==> config.mk <==
export PLATFORM = sky130hd
export DESIGN_NAME = bitop_cmd_seq
export DESIGN_NICKNAME = d
export VERILOG_FILES = /design/src/rtl/bitop_seq_pkg.sv /design/src/rtl/bitop_script.sv /design/src/rtl/bitop_lat_timer.sv /design/src/rtl/bitop_cmd_seq.sv
export SDC_FILE = /design/constraint.sdc
export NUM_CORES = 1
export LEC_CHECK = 0
export ABC_AREA = 1
export BUFFER_PORTS_ARGS = -buffer_cell sky130_fd_sc_hd__buf_4
export CAP_MARGIN = 10
export CORE_MARGIN = 3
export CORE_UTILIZATION = 50
export DETAILED_ROUTE_END_ITERATION = 16
export PLACE_DENSITY = 0.88
export SLEW_MARGIN = 15
export SYNTH_ARGS = -nofsm -noshare
export SYNTH_HDL_FRONTEND = slang
export SYNTH_SLANG_ARGS = --single-unit
==> constraint.sdc <==
create_clock -name clk -period 2.2 [get_ports clk]
set_input_delay 0.44 -clock clk [delete_from_list [all_inputs] [get_ports clk]]
set_output_delay 0.44 -clock clk [all_outputs]
set_load 0.03 [all_outputs]
==> src/rtl/bitop_seq_pkg.sv <==
package bitop_seq_pkg;

    typedef enum logic [1:0] {
        OP_AND = 2'b00,
        OP_OR  = 2'b01,
        OP_XOR = 2'b10,
        OP_BAD = 2'b11
    } bop_e;

    typedef enum logic [1:0] {
        CMD_NONE = 2'b00,
        CMD_ACT  = 2'b01,
        CMD_PRE  = 2'b10
    } cmd_e;

    // symbolic row selectors resolved to addresses in the top
    typedef enum logic [3:0] {
        RS_SRCA, RS_SRCB, RS_DST,
        RS_T0, RS_T1, RS_T2,
        RS_ZERO, RS_ONE,
        RS_INV0, RS_INV1
    } rsel_e;

    typedef struct packed {
        logic  triple;
        rsel_e r0;
        rsel_e r1;
        rsel_e r2;
        logic  last;
    } step_t;

    localparam int STEP_IDX_W = 4;

endpackage

==> src/rtl/bitop_script.sv <==
module bitop_script
    import bitop_seq_pkg::*;
(
    input  bop_e                  op,
    input  logic [STEP_IDX_W-1:0] idx,
    output step_t                 step
);

    function automatic step_t cp(rsel_e from, rsel_e to, logic fin);
        return '{triple: 1'b0, r0: from, r1: to, r2: RS_T2, last: fin};
    endfunction

    function automatic step_t mj(rsel_e a, rsel_e b, rsel_e c);
        return '{triple: 1'b1, r0: a, r1: b, r2: c, last: 1'b0};
    endfunction

    always_comb begin
        step = cp(RS_SRCA, RS_T0, 1'b0);
        if (op == OP_XOR) begin
            case (idx)
                4'd0:    step = cp(RS_SRCA, RS_T0, 1'b0);
                4'd1:    step = cp(RS_SRCB, RS_T1, 1'b0);
                4'd2:    step = cp(RS_SRCA, RS_INV0, 1'b0);
                4'd3:    step = cp(RS_SRCB, RS_INV1, 1'b0);
                4'd4:    step = cp(RS_ZERO, RS_T2, 1'b0);
                4'd5:    step = mj(RS_T0, RS_INV1, RS_T2);
                4'd6:    step = cp(RS_ZERO, RS_T2, 1'b0);
                4'd7:    step = mj(RS_T1, RS_INV0, RS_T2);
                4'd8:    step = cp(RS_ONE, RS_T2, 1'b0);
                4'd9:    step = mj(RS_T0, RS_T1, RS_T2);
                default: step = cp(RS_T0, RS_DST, 1'b1);
            endcase
        end else begin
            case (idx)
                4'd0:    step = cp(RS_SRCA, RS_T0, 1'b0);
                4'd1:    step = cp(RS_SRCB, RS_T1, 1'b0);
                4'd2:    step = cp((op == OP_OR) ? RS_ONE : RS_ZERO, RS_T2, 1'b0);
                4'd3:    step = mj(RS_T0, RS_T1, RS_T2);
                default: step = cp(RS_T0, RS_DST, 1'b1);
            endcase
        end
    end

endmodule

==> src/rtl/bitop_lat_timer.sv <==
module bitop_lat_timer #(
    parameter int CNT_W = 6
) (
    input  logic             clk,
    input  logic             rst_n,
    input  logic             load,
    input  logic [CNT_W-1:0] load_val,
    output logic             expired
);

    logic [CNT_W-1:0] cnt_d, cnt_q;

    always_comb begin
        cnt_d = cnt_q;
        if (load) begin
            cnt_d = load_val;
        end else if (cnt_q != '0) begin
            cnt_d = cnt_q - 1'b1;
        end
    end

    always_ff @(posedge clk) begin
        if (!rst_n) cnt_q <= '0;
        else        cnt_q <= cnt_d;
    end

    assign expired = (cnt_q == '0);

    // a new wait is only started once the previous one has elapsed
    a_r6_load_when_expired: assert property (@(posedge clk) disable iff (!rst_n)
        load |-> expired);

endmodule

==> src/rtl/bitop_cmd_seq.sv <==
module bitop_cmd_seq
    import bitop_seq_pkg::*;
#(
    parameter int ROW_W    = 16,
    parameter int ACT_LAT  = 50,
    parameter int PRE_LAT  = 20,
    parameter int ROW_T0   = 65520,
    parameter int ROW_T1   = 65521,
    parameter int ROW_T2   = 65522,
    parameter int ROW_ZERO = 65523,
    parameter int ROW_ONE  = 65524,
    parameter int ROW_INV0 = 65525,
    parameter int ROW_INV1 = 65526
) (
    input  logic             clk,
    input  logic             rst_n,
    input  logic             req_valid,
    input  logic [1:0]       req_op,
    input  logic [ROW_W-1:0] req_dst,
    input  logic [ROW_W-1:0] req_src_a,
    input  logic [ROW_W-1:0] req_src_b,
    output logic             cmd_valid,
    output logic [1:0]       cmd_kind,
    output logic [1:0]       cmd_nrows,
    output logic [ROW_W-1:0] cmd_row0,
    output logic [ROW_W-1:0] cmd_row1,
    output logic [ROW_W-1:0] cmd_row2,
    output logic             busy,
    output logic             done,
    output logic             err
);

    localparam int MAX_LAT = (ACT_LAT > PRE_LAT) ? ACT_LAT : PRE_LAT;
    localparam int CNT_W   = $clog2(MAX_LAT + 1);

    typedef struct packed {
        logic                  run;
        bop_e                  op;
        logic [STEP_IDX_W-1:0] idx;
        logic [1:0]            ph;
        logic                  fin;
        logic                  err;
        logic [ROW_W-1:0]      dst;
        logic [ROW_W-1:0]      sa;
        logic [ROW_W-1:0]      sb;
    } seq_t;

    seq_t             s_d, s_q;
    step_t            step;
    logic             t_idle;
    logic             t_load;
    logic [CNT_W-1:0] t_val;
    logic             fire;
    logic             take;
    logic             is_act;

    bitop_script u_script (
        .op   (s_q.op),
        .idx  (s_q.idx),
        .step (step)
    );

    bitop_lat_timer #(.CNT_W(CNT_W)) u_timer (
        .clk      (clk),
        .rst_n    (rst_n),
        .load     (t_load),
        .load_val (t_val),
        .expired  (t_idle)
    );

    function automatic logic [ROW_W-1:0] rowof(rsel_e s, logic [ROW_W-1:0] dst,
                                               logic [ROW_W-1:0] sa, logic [ROW_W-1:0] sb);
        case (s)
            RS_SRCA: return sa;
            RS_SRCB: return sb;
            RS_DST:  return dst;
            RS_T0:   return ROW_W'(ROW_T0);
            RS_T1:   return ROW_W'(ROW_T1);
            RS_T2:   return ROW_W'(ROW_T2);
            RS_ZERO: return ROW_W'(ROW_ZERO);
            RS_ONE:  return ROW_W'(ROW_ONE);
            RS_INV0: return ROW_W'(ROW_INV0);
            default: return ROW_W'(ROW_INV1);
        endcase
    endfunction

    always_comb begin
        s_d       = s_q;
        s_d.err   = 1'b0;
        cmd_valid = 1'b0;
        cmd_kind  = CMD_NONE;
        cmd_nrows = 2'd0;
        cmd_row0  = '0;
        cmd_row1  = '0;
        cmd_row2  = '0;
        done      = 1'b0;
        t_load    = 1'b0;
        t_val     = '0;
        fire      = s_q.run && t_idle;
        is_act    = step.triple ? (s_q.ph == 2'd0) : (s_q.ph != 2'd2);

        if (fire && s_q.fin) begin
            done    = 1'b1;
            s_d.run = 1'b0;
        end else if (fire) begin
            cmd_valid = 1'b1;
            t_load    = 1'b1;
            if (is_act) begin
                cmd_kind = CMD_ACT;
                t_val    = CNT_W'(ACT_LAT - 1);
                s_d.ph   = s_q.ph + 2'd1;
                if (step.triple) begin
                    cmd_nrows = 2'd3;
                    cmd_row0  = rowof(step.r0, s_q.dst, s_q.sa, s_q.sb);
                    cmd_row1  = rowof(step.r1, s_q.dst, s_q.sa, s_q.sb);
                    cmd_row2  = rowof(step.r2, s_q.dst, s_q.sa, s_q.sb);
                end else begin
                    cmd_nrows = 2'd1;
                    cmd_row0  = rowof((s_q.ph == 2'd0) ? step.r0 : step.r1,
                                      s_q.dst, s_q.sa, s_q.sb);
                end
            end else begin
                cmd_kind = CMD_PRE;
                t_val    = CNT_W'(PRE_LAT - 1);
                s_d.ph   = 2'd0;
                if (step.last) s_d.fin = 1'b1;
                else           s_d.idx = s_q.idx + 1'b1;
            end
        end

        take = req_valid && (!s_q.run || done);
        if (take) begin
            if (bop_e'(req_op) == OP_BAD) begin
                s_d.err = 1'b1;
            end else begin
                s_d.run = 1'b1;
                s_d.op  = bop_e'(req_op);
                s_d.idx = '0;
                s_d.ph  = 2'd0;
                s_d.fin = 1'b0;
                s_d.dst = req_dst;
                s_d.sa  = req_src_a;
                s_d.sb  = req_src_b;
            end
        end

        busy = s_q.run && !done;
        err  = s_q.err;
    end

    always_ff @(posedge clk) begin
        if (!rst_n) s_q <= '0;
        else        s_q <= s_d;
    end

    a_r5_exclusive_flags: assert property (@(posedge clk) disable iff (!rst_n)
        $onehot0({cmd_valid, done, err}));

    a_r5_pre_has_no_rows: assert property (@(posedge clk) disable iff (!rst_n)
        (cmd_valid && cmd_kind == CMD_PRE) |-> (cmd_nrows == 2'd0));

    a_r6_no_adjacent_cmds: assert property (@(posedge clk) disable iff (!rst_n)
        cmd_valid |=> !cmd_valid);

    a_r7_done_single: assert property (@(posedge clk) disable iff (!rst_n)
        done |=> !done);

    a_r7_busy_ends_with_done: assert property (@(posedge clk) disable iff (!rst_n)
        $fell(busy) |-> done);

    a_r9_err_idle: assert property (@(posedge clk) disable iff (!rst_n)
        err |-> (!cmd_valid && !busy));

endmodule

==> results of run 1 <==
-- through the flow --
step	TNS (ns)	cells	util, %	worst slack (ns)	hold slack, ns
after floorplan	-4.27	755	-	-0.135	0.449
after global placement	-11.75	1041	74.3	-0.426	0.471
after detailed placement	-14.02	1041	74.3	-0.470	0.486
after CTS	-34.15	1087	85.4	-0.722	0.334
-- logic make-up after synthesis --
logic type                 Yosys count  synth area share [%]
other                                1                0.0770
AOI/OAI and AO/OA                  211                  24.1
adders and majority gates           11                  2.83
and+or+nand+nor                    286                  27.0
xor gates and xnor gates             4                 0.719
DFF                                 74                  30.4
buffers and inverters              166                  14.9
-- repair_timing --
| action | 4_1_cts |
|---|---|
| setup buffers | 29 |
| resized for setup | 156 |
| endpoints found under the setup margin | 59 |
| pin swaps | 31 |
| cloned | 1 |
-- synth_stat cells (3+ instances only) --
library cell  instances  area, um2
nor2_4                6       67.6
nor3_2                3       30.0
a31oi_1              12       75.1
nand2_1             143        537
o21ai_2               5       43.8
o221ai_1              3       26.3
ha_1                 11        138
o22ai_1              26        163
dfxtp_1              74       1480
o21ai_1               5       25.0
nand3_1              33        165
a21oi_1              57        285
inv_2                 6       22.5
buf_2                12       60.1
nor2_1               62        233
inv_1               113        424
a211oi_1              4       30.0
nand3_2               5       50.1
nor2_2                3       18.8
clkbuf_1             14       52.6
o21ai_0              94        470
nand2_2              17        106
buf_4                19        143
nand4_1               4       25.0
==> results_dict.tcl, run 1 <==
set metrics [dict create \
    htreeDepth 3 \
    tool.error "[ERROR DPL-0033] detailed placement checks failed during check placement." \
    synth.cell_area_mm2 0.00487 \
    yosys_most_used_dff "dfxtp_1" \
    rows 35 \
    place_area_mm2 0.00696 \
    ys_ff_latch 74 \
    cts_root_buf "clkbuf_8" \
    syn_avg_cell_area_um2 6.47 \
    synth-edff-count 0 \
    start_util_pct 52.0 \
    clock_tree.buffer_depth 2 \
    synth.distinct_cells 38 \
    gp_congestion 0.948 \
    grt_max_degree 75 \
    dieWidth_um 105 \
    stop_stage "5_1_grt" \
    grt-worst-endpoint "cmd_row1[2]" \
    synth_cells 753 \
    antenna_found_initial 1 \
    yosysSeqAreaShare_pct 30.4 \
    yosys_warnings 0 \
    worst-ep-kind "output port" \
    cts_made_buffers 9 \
    dpl.hpwl_um 12100 \
    status "did not finish" \
    ctsHoldBuffers 0 \
    async_flop_share_pct 0 \
    num_io_pins 109 \
    io_buffer_count 105 \
    clkSinkCount 74 \
    die_y_um 105 \
]
==> inputs of run 2 (changes only) <==
- CORE_UTILIZATION: 50 -> 35
- PLACE_DENSITY: 0.88 -> unset
- PLACE_DENSITY_LB_ADDON: unset -> 0.15
- clock period: 2.2 -> 2.85 ns (I/O delays scaled with it)
==> run 2 against run 1 <==
Effect of this change:
- area after synthesis stayed put
- synthesized cell count stayed put
- the flow now finishes, with violations (negative setup slack)
==> results_dict.tcl, run 2 <==
set metrics [dict create \
    post-place-ws_ns -0.0613 \
    startpoint "s_q[52]" \
    setup_ws_ns -0.319 \
    dieWidth_um 124 \
    dpl.hpwl_um 12400 \
    io_buffer_count 105 \
    setup_tns_ns -7.51 \
    final_antenna_net_count 0 \
    min_period_ns 3.17 \
    arrival_ns 2.60 \
    syn_avg_cell_area_um2 6.47 \
    num_io_pins 109 \
    ff2ff_setup_slack_ns 0.32 \
    synth.distinct_cells 38 \
    fin_skew_ns 0.00594 \
    place_area_mm2 0.00603 \
    synth.area.top_cells "dfxtp_1, nand2_1, o21ai_0" \
    final_cell_mix "buf_4, nand2_1, inv_1, dfxtp_1, o21ai_0" \
    place_inst 1030 \
    clk_pin_slew_ns 0.06 \
    dr.first_iter.drc_count 470 \
    min_period_over_period_pct 111 \
    grt_pass1_vias 5113 \
    dieArea_mm2 0.0154 \
    async_flop_share_pct 0 \
    synth-edff-count 0 \
    clkSinkCount 74 \
    rows 42 \
    nets 958 \
    drt_first_pass_iters 6 \
    die_y_um 124 \
    crit_end "cmd_row0[5]" \
    p_comb_share_pct 41.0 \
    antenna_found_initial 0 \
    grt_max_degree 100 \
    crit_path_end_kind "output port" \
    reg2reg_from "s_q[55]" \
    ys_ff_latch 74 \
    synth_area_leader_cell "dfxtp_1" \
    maxCapViolations 0 \
    area_growth_pct 44.7 \
    cts_root_buf "clkbuf_16" \
    cts_tree "yes" \
    final_cells 1071 \
    cts_made_buffers 9 \
    yosys_most_used_dff "dfxtp_1" \
    intPower_mw 2.36 \
    gp_congestion 0.885 \
    synth_cells 753 \
    rsz0062_at_grt "yes" \
    via_per_inst 5.05 \
    holdWs_ns 0.496 \
    fmax_ghz 0.316 \
    irDropWorstVdd_mv 0.330 \
    status "finished, violations left" \
    worstPathMaxFanout 6 \
    vias 5407 \
    power_switching_mw 1.44 \
    yosysTopAreaCellShare_pct 30.4 \
    grtUsageTotal_pct 22.2 \
    synthTopCellsByCount "nand2_1, inv_1, o21ai_0" \
    p_clk_share_pct 26.8 \
    design_area_mm2 0.00705 \
    hold_class "flop to flop" \
    switching_share_pct 37.8 \
    required_ns 2.28 \
    core_mm2 0.0134 \
    critPathKind "flop to output port" \
    routed_wl_um 17500 \
    power_mw 3.80 \
    start_kind "flop" \
    start_util_pct 36.3 \
    yosysMostFrequentCell "nand2_1" \
    clk_latency_ns 0.34 \
    layout_commonest_cell "buf_4" \
    hold_viol 0 \
    drive_gt1_share_pct 35.4 \
    setup_viol 46 \
    synth.cell_area_mm2 0.00487 \
    yosysSeqAreaShare_pct 30.4 \
    violations "negative setup slack" \
    yosys_warnings 0 \
    p_per_area_mw_per_mm2 539 \
    final_util_pct 52.6 \
    htreeDepth 3 \
    seq_power_share_pct 32.3 \
    clock_tree.buffer_depth 2 \
    reg2reg_depth 17 \
    drc 0 \
    routedWlPerCell_um 16.3 \
    grt_pass1_wl_um 26300 \
    num_antenna_cells 0 \
    p_leak_nw 3.20 \
    grt-ovfl-total 0 \
    slew_violations 0 \
]
==> run 2: cell counts after synthesis <==
No cell type changed its count.
==> run 2: area by class of cell <==
type                            count  area, um2
Timing Repair Buffer              175       1550
Inverter                          119        452
Clock inverter                      1       5.00
Clock buffer                       11        243
Fill cell                        1309       6350
Tap cell                          176        220
Multi-Input combinational cell    515       3090
Sequential cell                    74       1490
==> run 2: what timing repair did <==
action | in CTS | in global routing
hold endpoints to repair | 0 | 0
hold buffers | 0 | 0
endpoints found under the setup margin | 46 | 46
gates cloned | 3 | 4
gates resized for setup | 98 | 72
pin swaps | 35 | 34
buffers inserted | 12 | 11
==> run 2: routing by layer <==
layer / GRT usage [%] / up-vias / routed length, um
li1: - / 2718 / -
met1: 26.8 / 2467 / 7240
met2: 39.3 / 186 / 8830
met3: 3.45 / 36 / 982
met4: 8.76 / 0 / 447
met5: 0 / - / 0
==> run 2: worst min-delay path by stage <==
stage / slack [ns] / cells after the start / start / endpoint
after floorplan: 0.45 / 2 / s_q[14] / s_q[14]
after global placement: 0.46 / 2 / s_q[51] / s_q[51]
after detailed placement: 0.47 / 2 / s_q[51] / s_q[51]
after CTS: 0.48 / 2 / s_q[51] / s_q[51]
after global routing: 0.50 / 3 / req_src_b[8] / s_q[8]
final: 0.50 / 2 / s_q[51] / s_q[51]
==> run 2: logic make-up (layout without fill, tap and decap cells) <==
| group | Yosys count | after routing | synth area share [%] |
|---|---|---|---|
| other | 1 | 3 | 0.0770 |
| adder cells (fa/ha/maj) | 11 | 11 | 2.83 |
| XOR/XNOR | 4 | 4 | 0.719 |
| AO/OA/AOI/OAI | 211 | 211 | 24.1 |
| AND/OR/NAND/NOR | 286 | 286 | 27.0 |
| buffers and inverters | 166 | 306 | 14.9 |
| flip-flops | 74 | 74 | 30.4 |
==> run 2: worst max-delay path, stage by stage, from the launching register on <==
cell and delay [ns]:
dfxtp_4 0.36, buf_4 0.15, ha_4 0.16, nand2_2 0.07, inv_1 0.04, nor2_2 0.08, nand3_2 0.11, nand2_2 0.09
buf_6 0.12, nor2_4 0.05, nor3_4 0.26, buf_6 0.21, o21ai_2 0.07, o21ai_1 0.22, nor2_2 0.07, buf_4 0.17
==> run 2: power by group through the flow <==
stage               Combinational (mW)  Sequential, mW  Clock, mW
global placement                  1.30            1.24          0
global route                      1.70            1.24       1.07
finish                            1.56            1.23       1.02
floorplan                        0.889            1.22          0
detailed placement                1.31            1.25          0
CTS                               1.43            1.22       1.04
Note: power is estimated with default switching activity, not from simulation.
